File: src/rtl/usbp_pkg.sv
package usbp_pkg;
  typedef enum logic [1:0] {
    PS_OFF   = 2'b00,
    PS_ON    = 2'b01,
    PS_SLEEP = 2'b10
  } pstate_e;

  localparam int WR_W  = 6;
  localparam int F_PWR = 0;
  localparam int F_ENA = 1;
  localparam int F_SUS = 2;
  localparam int F_RES = 3;
  localparam int F_RST = 4;
  localparam int F_CHG = 5;

  localparam logic [1:0] LINE_J = 2'b01;
  localparam logic [1:0] LINE_K = 2'b10;

  function automatic pstate_e state_of(input logic live, input logic susp);
    if (!live) return PS_OFF;
    else if (susp) return PS_SLEEP;
    else return PS_ON;
  endfunction

  function automatic logic j_to_k(input logic [1:0] prev, input logic [1:0] cur);
    return (prev == LINE_J) && (cur == LINE_K);
  endfunction
endpackage

File: src/rtl/usbp_seq_timer.sv
module usbp_seq_timer #(
  parameter int DUR = 8
) (
  input  logic clk,
  input  logic rst_n,
  input  logic start,
  input  logic active,
  output logic done
);
  localparam int CW = $clog2(DUR + 1);
  localparam logic [CW-1:0] LOAD = CW'(DUR - 1);

  logic [CW-1:0] cnt;

  assign done = active && (cnt == '0);

  always_ff @(posedge clk or negedge rst_n) begin
    if (!rst_n) cnt <= '0;
    else if (start) cnt <= LOAD;
    else if (active && cnt != '0) cnt <= cnt - 1'b1;
  end
endmodule

File: src/rtl/usbp_linewake.sv
module usbp_linewake (
  input  logic       clk,
  input  logic       rst_n,
  input  logic [1:0] line_state,
  output logic       jk_edge
);
  import usbp_pkg::*;

  logic [1:0] prev_line;

  always_ff @(posedge clk or negedge rst_n) begin
    if (!rst_n) prev_line <= 2'b00;
    else prev_line <= line_state;
  end

  assign jk_edge = j_to_k(prev_line, line_state);
endmodule

File: src/rtl/usbp_port_regs.sv
module usbp_port_regs (
  input  logic                      clk,
  input  logic                      rst_n,
  input  logic                      wr_en,
  input  logic [usbp_pkg::WR_W-1:0] wr_data,
  input  logic                      xact_busy,
  input  logic                      jk_edge,
  input  logic                      rst_done,
  input  logic                      res_done,
  output logic                      pwr,
  output logic                      ena,
  output logic                      susp,
  output logic                      fres,
  output logic                      prst,
  output logic                      chg,
  output logic                      wake_take,
  output logic                      rst_start,
  output logic                      res_start
);
  import usbp_pkg::*;

  logic pend;
  logic pwr_n, ena_n, fres_req, susp_req;
  logic prst_d, susp_d, fres_d, pend_d, chg_d;

  always_comb begin
    pwr_n     = wr_en ? wr_data[F_PWR] : pwr;
    ena_n     = wr_en ? wr_data[F_ENA] : ena;
    rst_start = wr_en && wr_data[F_RST] && pwr_n && !prst;
    wake_take = jk_edge && ena && susp && !fres && pwr_n && !rst_start;
    fres_req  = wr_en && wr_data[F_RES] && ena_n && !prst;
    res_start = pwr_n && !rst_start && !fres && (wake_take || fres_req);
    susp_req  = wr_en && wr_data[F_SUS] && ena_n && !prst && !fres && !susp && !pend;

    prst_d = prst;
    susp_d = susp;
    fres_d = fres;
    pend_d = pend;

    if (!pwr_n) begin
      prst_d = 1'b0;
      susp_d = 1'b0;
      fres_d = 1'b0;
      pend_d = 1'b0;
    end else if (rst_start) begin
      prst_d = 1'b1;
      susp_d = 1'b0;
      fres_d = 1'b0;
      pend_d = 1'b0;
    end else begin
      if (prst && rst_done) prst_d = 1'b0;
      if (fres && res_done) begin
        fres_d = 1'b0;
        susp_d = 1'b0;
        pend_d = 1'b0;
      end else begin
        if (res_start) fres_d = 1'b1;
        if (!ena_n) pend_d = 1'b0;
        else if (pend && !xact_busy) begin
          susp_d = 1'b1;
          pend_d = 1'b0;
        end else if (susp_req) begin
          if (xact_busy) pend_d = 1'b1;
          else susp_d = 1'b1;
        end
      end
    end

    if (wake_take) chg_d = 1'b1;
    else if (wr_en && wr_data[F_CHG]) chg_d = 1'b0;
    else chg_d = chg;
  end

  always_ff @(posedge clk or negedge rst_n) begin
    if (!rst_n) begin
      pwr  <= 1'b0;
      ena  <= 1'b0;
      susp <= 1'b0;
      fres <= 1'b0;
      prst <= 1'b0;
      pend <= 1'b0;
      chg  <= 1'b0;
    end else begin
      pwr  <= pwr_n;
      ena  <= ena_n;
      susp <= susp_d;
      fres <= fres_d;
      prst <= prst_d;
      pend <= pend_d;
      chg  <= chg_d;
    end
  end
endmodule

File: src/rtl/usbp_port_ctrl.sv
module usbp_port_ctrl #(
  parameter int RESET_CYC  = 12,
  parameter int RESUME_CYC = 8
) (
  input  logic       clk,
  input  logic       rst_n,
  input  logic       wr_en,
  input  logic [5:0] wr_data,
  input  logic [1:0] line_state,
  input  logic       xact_busy,
  output logic       pwr_o,
  output logic       ena_o,
  output logic       susp_o,
  output logic       fres_o,
  output logic       prst_o,
  output logic       chg_o,
  output logic [1:0] port_state,
  output logic       drive_k,
  output logic       drive_se0,
  output logic       tx_allow
);
  import usbp_pkg::*;

  logic jk_edge, rst_done, res_done, wake_take, rst_start, res_start;
  pstate_e st;

  usbp_linewake u_wake (
    .clk(clk), .rst_n(rst_n), .line_state(line_state), .jk_edge(jk_edge)
  );

  usbp_seq_timer #(.DUR(RESET_CYC)) u_rst_tmr (
    .clk(clk), .rst_n(rst_n), .start(rst_start), .active(prst_o), .done(rst_done)
  );

  usbp_seq_timer #(.DUR(RESUME_CYC)) u_res_tmr (
    .clk(clk), .rst_n(rst_n), .start(res_start), .active(fres_o), .done(res_done)
  );

  usbp_port_regs u_regs (
    .clk(clk), .rst_n(rst_n), .wr_en(wr_en), .wr_data(wr_data),
    .xact_busy(xact_busy), .jk_edge(jk_edge), .rst_done(rst_done),
    .res_done(res_done), .pwr(pwr_o), .ena(ena_o), .susp(susp_o),
    .fres(fres_o), .prst(prst_o), .chg(chg_o), .wake_take(wake_take),
    .rst_start(rst_start), .res_start(res_start)
  );

  assign st         = state_of(pwr_o && ena_o, susp_o);
  assign port_state = st;
  assign drive_k    = fres_o;
  assign drive_se0  = prst_o;
  assign tx_allow   = (st == PS_ON) && !prst_o;
endmodule

File: config.mk
export PLATFORM = sky130hd
export DESIGN_NAME = usbp_port_ctrl
export DESIGN_NICKNAME = d
export VERILOG_FILES = /design/src/rtl/usbp_pkg.sv /design/src/rtl/usbp_seq_timer.sv /design/src/rtl/usbp_linewake.sv /design/src/rtl/usbp_port_regs.sv /design/src/rtl/usbp_port_ctrl.sv
export SDC_FILE = /design/constraint.sdc
export NUM_CORES = 1
export LEC_CHECK = 0
export BUFFER_PORTS_ARGS = -buffer_cell sky130_fd_sc_hd__buf_2
export CORE_UTILIZATION = 30
export DETAILED_ROUTE_END_ITERATION = 8
export SYNTH_ARGS = -nofsm -noshare
export SYNTH_HDL_FRONTEND = slang
export SYNTH_SLANG_ARGS = --single-unit
File: constraint.sdc
create_clock -name clk -period 4.1 [get_ports clk]
set_input_delay 1.23 -clock clk [delete_from_list [all_inputs] [get_ports clk]]
set_output_delay 1.23 -clock clk [all_outputs]
set_load 0.005 [all_outputs]
* Word-level counts from Yosys, hierarchy flattened
Cells that the tools add are included.
** Cells by class
- Add/subtract/negate cells :: 2
- Eq/ne operators :: 10
- Mux-type cells :: 31
- Reductions and logical operators :: 47
** Operators with widths (number)
- logical AND 1 bit :: 31
- 2-to-1 mux 1 bit :: 25
- 2-to-1 mux 4 bit :: 4
- inequality test 6 bit (second input constant) :: 2
- inequality test 5 bit (second input constant) :: 2
- logical NOT 4 bit :: 2
- inequality test 4 bit (second input constant) :: 2
- nonzero test 4 bit :: 2
- subtractor 4 x 1 -> 4 bit (second input constant) :: 2
- logical NOT 1 bit :: 6
- nonzero test 2 bit :: 3
- equality test 2 x 1 -> 1 bit (second input constant) :: 2
- 2-to-1 mux 2 bit :: 2
- inequality test 3 bit (second input constant) :: 1
- AND reduction 3 bit :: 1
- equality test 2 bit (second input constant) :: 1
- AND reduction 2 bit :: 1
- logical OR 1 bit :: 1
** Word-level totals
- Bits in registers :: 17
- Word-level logic and storage cells :: 100

* Longest topological paths before layout
Gate-level depths: netlist (run 1).
- Word-level depth :: 13
- Gate-level depth with buffers :: 6
- Depth with buffers taken out :: 6

* Hierarchy
Synthesis (run 1) repeated with hierarchy kept, for this count alone.
** Unflattened totals
- Cell total of the unflattened synthesis :: 89
- Area, all modules :: 934.6 um2
** By module, submodules not included
- usbp_port_regs :: instances 1, cells an instance 35, area each 372.9 um2, sequential area each 175.2 um2
- usbp_seq_timer at u_res_tmr :: instances 1, cells an instance 23, area each 231.5 um2, sequential area each 100.1 um2
- usbp_seq_timer at u_rst_tmr :: instances 1, cells an instance 23, area each 222.7 um2, sequential area each 100.1 um2
- usbp_linewake :: instances 1, cells an instance 3, area each 62.6 um2, sequential area each 50.0 um2
- usbp_port_ctrl :: instances 1, cells an instance 5, area each 45.0 um2, sequential area each 0.0 um2

* Least setup slack after synthesis (run 1)
No wires, ideal clock.
- Path type :: input to register
- From :: in wr_data[4]
- To :: reg u_res_tmr.cnt[1]
- Library setup time :: 0.124 ns
- Arrival time :: 1.980 ns
- Slack :: 1.996 ns
- Cell stages on the path :: 4
- Path buffers :: 0
- Cells stage by stage :: or2b_1 -> a31oi_2 -> a211oi_2 -> a211o_1
** Between the ends
- Word-level cells in the longest chain between the ends :: 8
** RTL lines
- from (decl) :: line usbp_port_ctrl.sv:8 : input logic [5:0] wr_data,
- logical AND 1 bit * (3 in series) :: line usbp_port_regs.sv:29 : rst_start = wr_en && wr_data[F_RST] && pwr_n && !prst;
- logical NOT 1 bit * :: line usbp_port_regs.sv:30, usbp_port_regs.sv:32
- logical AND 1 bit (on tied branches) :: line usbp_port_regs.sv:32, usbp_port_regs.sv:30
- logical AND 1 bit / logical OR 1 bit (equally long branches) :: line usbp_port_regs.sv:32 : res_start = pwr_n && !rst_start && !fres && (wake_take || fres_req);
- logical AND 1 bit * :: line usbp_port_regs.sv:32
- 2-to-1 mux 4 bit / nonzero test 2 bit (equally long branches)
- to (signal assigned) :: line usbp_seq_timer.sv:20 : else if (active && cnt != '0) cnt <= cnt - 1'b1;
- to (decl) :: line usbp_seq_timer.sv:13 : logic [CW-1:0] cnt;
Mark *: on every way between the ends. The rest lies on a longest branch, timed or not.
A chain may end at the register's enable or synchronous reset.

* Worst setup path in the final report (run 1)
- From :: reg u_regs.ena
- To :: out tx_allow
** Between the ends
- Word-level cells in the longest chain between the ends :: 4
** RTL lines
- from (decl) :: line usbp_port_regs.sv:11 : output logic ena,
- from (signal assigned) :: line usbp_port_regs.sv:85 : ena <= ena_n;
- logical AND 1 bit :: line usbp_port_ctrl.sv:47 : assign st = state_of(pwr_o && ena_o, susp_o);
- 2-to-1 mux 2 bit :: line usbp_pkg.sv:20 : if (!live) return PS_OFF;
- equality test 2 x 1 -> 1 bit :: line usbp_port_ctrl.sv:51 : assign tx_allow = (st == PS_ON) && !prst_o;
- logical AND 1 bit :: line usbp_port_ctrl.sv:51
- to (decl) :: line usbp_port_ctrl.sv:20 : output logic tx_allow
Every way passes these cells.

==> reports/qor.csv, run 1 <==
stage,metric,value,unit
pwr,finalPower,433.3,µW
detailed_routing,vias_per_cell,4.928,
sta,max-slew-margin-rel,75.32,%
finish,layout_common_cells,"buf_2 (22), dfrtp_1 (17), inv_1 (8), nand2_1 (8), nor2_1 (5)",
yosys,synth-seq-cells,17,
finish,layout.nets,124,
status,violations,DRC,
setup_path,r2r-end,u_res_tmr.cnt[1],
floorplanning,dieArea,3252,µm²
sta,worst_pin_slew,0.3702,ns
global_route,grt_max_degree,18,
detailed_routing,wl_met2,752,µm
cts,root_buffer,clkbuf_4,
setup_path,cp_max_fo,5,
sta,setup_viol,0,
placed_design,post-dp-hpwl,1274,µm
sta,fin_hold_ws,0.5248,ns
floorplanning,die_h,57.03,µm
cts,path_clk_slew,0.10,ns
finish,reg_top3,"u_res_tmr.cnt (4), u_rst_tmr.cnt (4), u_wake.prev_line (2)",
yosys,synth_fa_ha_area_share,5.510,%
cts,clk_path_buf_depth,2,
sta,slew_viol_final,0,
sta,rsz0062_at_grt,false,
setup_path,endpoint,tx_allow,
setup_path,critical_path.startpoint_type,register,
hold_path,hold_path_class,reg -> reg,
sta,clock.fmax,0.4284,GHz
yosys,synthMuxAreaShare,2.342,%
yosys,synthSimpleGateAreaFrac,19.70,%
setup_path,path_class,reg -> out,
floorplanning,boundaryPins,23,
yosys,ys_warn_count,0,
floorplanning,core_area,2805,µm²
finish,utilization,38.14,%
detailed_routing,postRouteWirelength,1615,µm
cts,clkLatencyLatePin,0.30,ns
detailed_routing,wire_per_inst,11.70,µm
setup_path,worst_ep_required_time,2.87,ns
floorplanning,dieWidth,57.03,µm
yosys,ys_seq_area_share,46.83,%
detailed_routing,drc,6,
placed_design,port_buffers,22,
global_route,first_global_vias,660,
run,maxCapViolations,0,
cts,ctsHoldBuffers,0,
detailed_routing,top_layer_used,met4,
cts,cts_resized,0,
sta,setup_tns,0,ns
pwr,ir_drop,0.1949,mV
global_route,grt_pass1_wl,2877,µm
yosys,synth_xor_area_share,0.9642,%
yosys,syn_area,908.4,µm²
detailed_routing,first_pass_iters,6,
global_route,grt_overflow_total,0,
detailed_routing,via_count,680,
global_route,antenna_found_initial,0,
pwr,p_per_area,405.0,nW/µm²
yosys,synth_compound_area_share,19.70,%
yosys,ys_types,36,
floorplanning,start_util,32.38,%
sta,hold_viol_final,0,
status,status,"complete, but fails checks",
cts,post_cts_buffers,0,
global_route,gr-usage-all-layers,11.73,%
setup_path,cp-end-kind,output pin,
detailed_routing,drtIter0Drc,34,
pwr,p_leak,0.5463,nW
finish,area_growth,17.77,%
yosys,syn_nets,99,
setup_path,arrival,1.10,ns
setup_path,regToRegStartpoint,u_res_tmr.cnt[0],
finish,drive_above_1_share,36.45,%
finish,antennaDiodeCount,0,
sta,fin_crit_sh,56.94,%
cts,cts.sinks,17,
cts,cts_buffers,3,
floorplanning,row_count,19,
yosys,synthCells,83,
setup_path,regToRegSetupSlack,2.60,ns
finish,final_common_cell,buf_2,
yosys,synth_top_family_by_area,simple AND/OR/NAND/NOR gates,
detailed_routing,ant_nets,0,
detailed_routing,wl_met3,84,µm
yosys,syn_avg_cell_area,10.94,µm²
detailed_routing,wl_met1,755,µm
setup_path,reg2reg_depth,5,
sta,finalWorstPathRequiredPeriod,2.334,ns
setup_path,crit_start,u_regs.ena,
placed_design,routabilityCongestion,0.7865,
cts,cts.htree.levels,1,
cts,cts_tree,built,
sta,fin_skew,0.008221,ns
==> worst max-delay path, stage by stage (launching register included) <==
cell,delay [ns]
dfrtp_1,0.45
nand2_1,0.10
nor3_1,0.13
buf_2,0.14
==> power by group <==
part | total (mW) | internal, mW | switching (mW)
clock network | 0.0908 | 0.0364 | 0.0544
logic | 0.113 | 0.0529 | 0.0605
registers | 0.229 | 0.201 | 0.0281
total | 0.433 | 0.290 | 0.143
==> layout make-up <==
class	instances	area, µm²
clock buffer	3	22.52
clock inverter	1	5.005
fill	278	1735
inverter	8	30.03
multi-input combinational	56	437.9
sequential	17	425.4
tap	31	38.79
timing repair buffer	22	110.1
==> routing by layer <==
| metal | global-route usage, % | up-vias |
|---|---|---|
| met1 | 15.68 | 316 |
| met2 | 17.14 | 16 |
| li1 | - | 344 |
| met3 | 4.762 | 4 |
| met4 | 4.181 | 0 |
| met5 | 0 | - |
==> Yosys cell counts (all sizes together) <==
cell type,count,share of area (%)
a211oi,1,1.4
and2b,3,3.0
or4b,1,1.1
a31oi,3,2.8
xnor2,1,0.96
o2111a,1,1.2
a21oi,2,1.1
inv,8,3.3
a21bo,1,1.1
mux2i,1,1.1
a21o,1,0.96
ha,4,5.5
dfrtp,17,47
o211ai,2,1.7
nor2,5,2.1
and4bb,1,1.4
buf,2,1.7
nor4,1,0.69
mux2,1,1.2
nand4b,1,0.96
o31ai,3,4.0
or2b,1,0.83
a21boi,1,0.83
o21a,2,1.7
nor3,3,2.2
nand3,3,2.8
nand2b,1,0.69
and3,1,0.69
nand2,8,3.3
o21ba,1,1.1
a211o,2,1.9
==> kinds of logic after synthesis <==
logic type,after synthesis
and+or+nand+nor,29
AOI/OAI and AO/OA,20
DFF,17
buffers and inverters,10
adders and majority gates,4
muxes,2
xor gates and xnor gates,1
==> metrics by stage <==
stage	setup WS [ns]	instance area, µm²	instances
after floorplan	1.996	908.4	83
after global placement	1.816	1042	134
after detailed placement	1.791	1042	134
after CTS	1.750	1070	138
after global routing	1.655	1070	138
final	1.766	1070	138
==> worst min path at each step <==
| stage | slack (ns) | cells after the start | from | end |
|---|---|---|---|---|
| after floorplan | 0.47 | 2 | u_regs.chg | u_regs.chg |
| after global placement | 0.49 | 1 | u_res_tmr.cnt[1] | u_res_tmr.cnt[1] |
| after detailed placement | 0.50 | 2 | u_regs.chg | u_regs.chg |
| after CTS | 0.52 | 2 | u_regs.chg | u_regs.chg |
| after global routing | 0.57 | 2 | u_regs.chg | u_regs.chg |
| final | 0.52 | 2 | u_regs.chg | u_regs.chg |
Power figures use the tool's default switching activity.
==> run 2, diff against run 1 <==
Settings changed: ABC_AREA set to 1.
Clock period 4.1 ns to 1.97 ns, I/O delays scaled along.
==> run 2 against run 1 <==
Effect of this change: the run still ends with DRC left; combinational power up 79%; global-route usage is 1.4 points higher; die area up 1.5%; sequential power increased by 87%; total power grew 90%; largest power group unchanged; highest routed layer unchanged.
==> reports/qor.csv, run 2 <==
stage,metric,value,unit
detailed_routing,drc,2,
floorplanning,core_area,2829,µm²
global_route,antenna_found_initial,0,
global_route,grt_pass1_wl,3312,µm
setup_path,reg2reg_depth,8,
yosys,ys_warn_count,0,
placed_design,port_buffers,22,
sta,setup_ws,0.1820,ns
detailed_routing,vias_per_cell,4.653,
detailed_routing,wire_per_inst,11.47,µm
setup_path,critical_path.startpoint_type,register,
finish,area_growth,16.96,%
hold_path,hold_path_class,in -> async,
global_route,grt_max_degree,18,
yosys,synth_edf_count,0,
cts,cts.sinks,17,
setup_path,worst_ep_required_time,1.38,ns
yosys,syn_area,922.1,µm²
sta,fin_crit_sh,90.76,%
cts,cts.htree.levels,1,
cts,cts_resized,0,
floorplanning,dieArea,3299,µm²
placed_design,routabilityCongestion,0.7984,
setup_path,path_class,reg -> out,
sta,fin_skew,0.008653,ns
floorplanning,dieWidth,57.44,µm
cts,clkLatencyLatePin,0.29,ns
setup_path,r2r-end,u_res_tmr.cnt[3],
status,violations,DRC,
pwr,ir_drop,0.2951,mV
cts,path_clk_slew,0.11,ns
finish,antennaDiodeCount,0,
finish,final_design_area_no_fill,1079,µm²
finish,reg_top3,"u_res_tmr.cnt (4), u_rst_tmr.cnt (4), u_wake.prev_line (2)",
sta,worst_pin_slew,0.3931,ns
yosys,syn_avg_cell_area,8.160,µm²
yosys,synthCells,113,
run,maxCapViolations,0,
global_route,grt_overflow_total,0,
finish,fill_cells,292,
pwr,p_leak,0.5881,nW
floorplanning,row_count,19,
yosys,ys_types,25,
yosys,yosysMostFrequentCell,nand2_1,
finish,final_common_cell,buf_2,
yosys,synth-seq-cells,17,
placed_design,post-dp-hpwl,1494,µm
pwr,p_per_area,764.8,nW/µm²
finish,layout_common_cells,"buf_2 (22), nand2_1 (21), inv_1 (18), dfrtp_1 (17), nand3_1 (13)",
setup_path,regToRegSetupSlack,0.64,ns
finish,drive_above_1_share,25.74,%
finish,layout.nets,153,
sta,slew_viol_final,0,
floorplanning,die_h,57.44,µm
setup_path,regToRegStartpoint,u_res_tmr.cnt[0],
cts,post_cts_buffers,0,
placed_design,detailed_place.area,1051,µm²
global_route,gr-usage-all-layers,13.10,%
yosys,netlist.area_leader.share,46.13,%
yosys,synth_common_cells,"nand2_1 (21), inv_1 (18), dfrtp_1 (17)",
setup_path,arrival,1.20,ns
status,status,"complete, but fails checks",
yosys,yosys.area.top_type,dfrtp_1,
placed_design,pre_cts_ws,0.5280,ns
cts,cts_tree,built,
detailed_routing,drtIter0Drc,9,
finish,utilization,38.12,%
yosys,ys_seq_area_share,46.13,%
detailed_routing,via_count,777,
cts,ctsHoldBuffers,0,
yosys,synth_top_flop_cell,dfrtp_1,
yosys,syn_nets,129,
sta,setup_tns,0,ns
sta,clock.fmax,0.5593,GHz
sta,max-slew-margin-rel,73.79,%
cts,clk_path_buf_depth,2,
setup_path,cp_max_fo,7,
cts,root_buffer,clkbuf_4,
floorplanning,boundaryPins,23,
detailed_routing,postRouteWirelength,1915,µm
yosys,synth-async-reset-ratio,100.0,%
sta,setup_viol,0,
yosys,synthTopCellsByArea,"dfrtp_1 (46%), nand2_1 (8.5%), inv_1 (7.3%), nand3_1 (7.1%), ha_1 (5.4%)",
sta,hold_viol_final,0,
global_route,first_global_vias,770,
sta,rsz0062_at_grt,false,
detailed_routing,first_pass_iters,6,
floorplanning,start_util,32.60,%
setup_path,cp-end-kind,output pin,
sta,finalWorstPathRequiredPeriod,1.788,ns
cts,cts_buffers,3,
detailed_routing,ant_nets,0,
run 2: power breakdown:
part / internal, mW / switching, mW
clock: 0.0755 / 0.118
sequential: 0.397 / 0.0316
combinational: 0.0786 / 0.124
run 2: cells by family (layout without fill, tap and decap cells):
family,after synthesis,after routing,synth area share (%)
buf+inv,22,45,9.903
simple gates,58,58,30.39
flops,17,17,46.13
compound gates,11,11,7.192
xor+xnor,1,1,0.9500
fa+ha+maj,4,4,5.428
run 2: how the worst max path moves through the flow:
stage,endpoint,start,cells past startpoint,slack [ns]
2_1_floorplan,tx_allow,u_regs.prst,1,0.64
3_3_place_gp,tx_allow,u_regs.prst,2,0.53
3_5_place_dp,tx_allow,u_regs.prst,2,0.53
4_1_cts,tx_allow,u_regs.prst,2,0.17
5_1_grt,tx_allow,u_regs.prst,2,0.08
6_report,tx_allow,u_regs.prst,2,0.18
run 2: area by class of cell:
type,instances,area [µm²],area share [%]
Clock buffer,3,22.52,2.088
Sequential cell,17,425.4,39.44
Multi-Input combinational cell,74,405.4,37.59
Tap cell,31,38.79,3.596
Timing Repair Buffer,22,110.1,10.21
Inverter,19,71.32,6.613
Clock inverter,1,5.005,0.4640
run 2: critical path: stages, from the launching register on:
cell	delay, ns
dfrtp_1	0.47
nor4_1	0.28
buf_2	0.16
run 2: stage by stage:
| step | power [mW] | hold slack, ns | instances |
|---|---|---|---|
| after global routing | 0.8930 | 0.2246 | 167 |
| after detailed placement | 0.6379 | 0.4835 | 163 |
| final | 0.8248 | 0.1983 | 167 |
| after global placement | 0.6270 | 0.4725 | 163 |
| after CTS | 0.8357 | 0.2083 | 167 |
| after floorplan | 0.5740 | 0.2954 | 113 |
run 2: routing by layer:
| metal | wire (µm) | share of wire [%] | track usage [%] |
|---|---|---|---|
| met1 | 876 | 46 | 16.91 |
| met2 | 924 | 48 | 21.59 |
| met3 | 98 | 5.1 | 2.494 |
| met4 | 14 | 0.73 | 5.226 |
| met5 | 0 | 0 | 0 |
==> run 3, diff against run 2 <==
--- a/config.mk
+++ b/config.mk
@@ -8,6 +8,7 @@
 export ABC_AREA = 1
 export BUFFER_PORTS_ARGS = -buffer_cell sky130_fd_sc_hd__buf_2
-export CORE_UTILIZATION = 30
+export CORE_UTILIZATION = 40
 export DETAILED_ROUTE_END_ITERATION = 8
+export PLACE_DENSITY = 0.65
 export SYNTH_ARGS = -nofsm -noshare
 export SYNTH_HDL_FRONTEND = slang
==> constraint.sdc (replaced) <==
create_clock -name clk -period 1.97 [get_ports clk]
set_input_delay 0.197 -clock clk [delete_from_list [all_inputs] [get_ports clk]]
set_output_delay 0.197 -clock clk [all_outputs]
set_load 0.005 [all_outputs]
==> run 3 against run 2 <==
Effect of this change: the run now ends clean; core utilization up 11 points; first-iteration DRC count up 22%; via count up 2.3%; critical endpoint unchanged; wire length down 11%; clock skew down 0.0025 ns; register-to-register slack better by 0.03 ns.
==> reports/qor.csv, run 3 (synthesized netlist as in run 2, its figures left out) <==
stage,metric,value,unit
sta,rsz0062_at_grt,false,
placed_design,port_buffers,22,
status,status,completed,
placed_design,post-dp-hpwl,1410,µm
run,maxCapViolations,0,
cts,clk_path_buf_depth,2,
floorplanning,dieArea,2502,µm²
global_route,gr-usage-all-layers,16.45,%
floorplanning,core_area,2191,µm²
cts,cts.htree.levels,1,
finish,layout_common_cells,"buf_2 (22), nand2_1 (21), inv_1 (18), dfrtp_1 (17), nand3_1 (13)",
floorplanning,dieWidth,50.02,µm
detailed_routing,postRouteWirelength,1704,µm
setup_path,worst_ep_required_time,1.77,ns
finish,reg_top3,"u_res_tmr.cnt (4), u_rst_tmr.cnt (4), u_wake.prev_line (2)",
sta,hold_viol_final,0,
pwr,p_leak,0.5896,nW
pwr,p_int,555.3,µW
setup_path,critPathBufInv,1,
sta,clock.fmax,0.7406,GHz
sta,setup_tns,0,ns
sta,fin_hold_ws,0.02732,ns
hold_path,hold_path_class,in -> reg,
global_route,grt_max_degree,18,
placed_design,routabilityCongestion,0.7626,
pwr,ir_drop,0.3767,mV
setup_path,regToRegSetupSlack,0.67,ns
finish,utilization,49.46,%
sta,finalWorstPathRequiredPeriod,1.350,ns
finish,fill_cells,232,
detailed_routing,ant_nets,0,
detailed_routing,drtIter0Drc,11,
setup_path,cp-end-kind,output pin,
placed_design,detailed_place.area,1047,µm²
detailed_routing,vias_per_cell,4.818,
detailed_routing,first_pass_iters,4,
setup_path,cp_max_fo,7,
finish,layout.nets,154,
setup_path,path_class,reg -> out,
cts,ctsHoldBuffers,1,
setup_path,arrival,1.15,ns
sta,fin_skew,0.006137,ns
cts,root_buffer,clkbuf_4,
global_route,first_global_vias,764,
setup_path,critPathTopFamily,flip-flops,
setup_path,crit_chain,nor4_1 -> buf_2,
sta,worst_pin_slew,0.3712,ns
cts,cts_buffers,3,
detailed_routing,wire_per_inst,10.33,µm
cts,post_cts_buffers,0,
cts,cts_resized,0,
pwr,p_clk_share,22.2,%
detailed_routing,via_count,795,
floorplanning,die_h,50.02,µm
cts,cts_tree,built,
finish,drive_above_1_share,24.82,%
cts,path_clk_slew,0.10,ns
pwr,p_seq_share,52.9,%
floorplanning,start_util,42.09,%
global_route,grt_overflow_total,0,
pwr,p_per_area,745.6,nW/µm²
cts,cts.sinks,17,
pwr,switching_share,31.27,%
setup_path,slowest_delay,0.46,ns
sta,setup_viol,0,
floorplanning,boundaryPins,23,
setup_path,critical_path.startpoint_type,register,
finish,antennaDiodeCount,0,
sta,max-slew-margin-rel,75.26,%
finish,final_design_area_no_fill,1084,µm²
floorplanning,row_count,17,
pwr,p_sw,252.6,µW
detailed_routing,drc,0,
finish,final_common_cell,buf_2,
finish,area_growth,17.50,%
setup_path,slowest_stage,dfrtp_1,
global_route,grt_pass1_wl,3125,µm
sta,slew_viol_final,0,
pwr,power_frac_comb,24.9,%
sta,fin_crit_sh,68.54,%
global_route,antenna_found_initial,0,
cts,clkLatencyLatePin,0.28,ns
-- run 3: cell types whose count changed in the layout (fill, tap and decap cells not counted), sizes merged --
cell | previous run | this run
dlygate4sd3 | 0 | 1
clkinv | 1 | 0
clkbuf | 3 | 4
-- run 3: metal layers --
metal	track usage [%]	vias up	part of all wire, %
met3	2.160	2	4.3
met1	20.46	368	46
met5	0	-	0
met4	7.143	0	0.59
li1	-	403	-
met2	28.00	22	49
-- run 3: worst paths after layout --
| check | start | end | depth (start not counted) |
|---|---|---|---|
| max in group asynchronous | rst_n | u_regs.pend | 2 |
| min reg2reg | u_regs.chg | u_regs.chg | 2 |
| max reg2reg | u_rst_tmr.cnt[0] | u_rst_tmr.cnt[0] | 7 |
| min in group asynchronous | rst_n | u_regs.fres | 2 |
| min | line_state[1] | u_wake.prev_line[1] | 1 |
| max | u_regs.prst | tx_allow | 2 |
-- run 3: layout make-up --
| class | instances | area (µm²) | share of cell area [%] |
|---|---|---|---|
| sequential | 17 | 425.4 | 39.26 |
| multi-input combinational | 74 | 405.4 | 37.41 |
| timing repair buffer | 23 | 120.1 | 11.09 |
| inverter | 19 | 71.32 | 6.582 |
| tap | 28 | 35.03 | 3.233 |
| clock buffer | 4 | 26.28 | 2.425 |
-- run 3: worst reg2reg max path, delay by kind of cell (launching register included) --
kind	cells	cell delay (ns)
and+or+nand+nor	4	0.41
DFF	1	0.39
adders and majority gates	1	0.17
buffers and inverters	1	0.12
AOI/OAI and AO/OA	1	0.09
-- run 3: power groups by stage --
| stage | sequential [mW] | combinational (mW) | clock (mW) |
|---|---|---|---|
| after floorplan | 0.428 | 0.146 | 0 |
| after global placement | 0.434 | 0.195 | 0 |
| after detailed placement | 0.436 | 0.202 | 0 |
| after CTS | 0.429 | 0.205 | 0.187 |
| after global routing | 0.436 | 0.237 | 0.208 |
| final | 0.428 | 0.201 | 0.179 |
-- run 3: stage by stage --
stage / power (mW) / cells / setup WS (ns)
global route: 0.8816 / 165 / 0.4815
floorplan: 0.5740 / 113 / 0.8245
CTS: 0.8205 / 165 / 0.5998
global placement: 0.6286 / 160 / 0.7443
finish: 0.8079 / 165 / 0.6198
detailed placement: 0.6378 / 160 / 0.6595
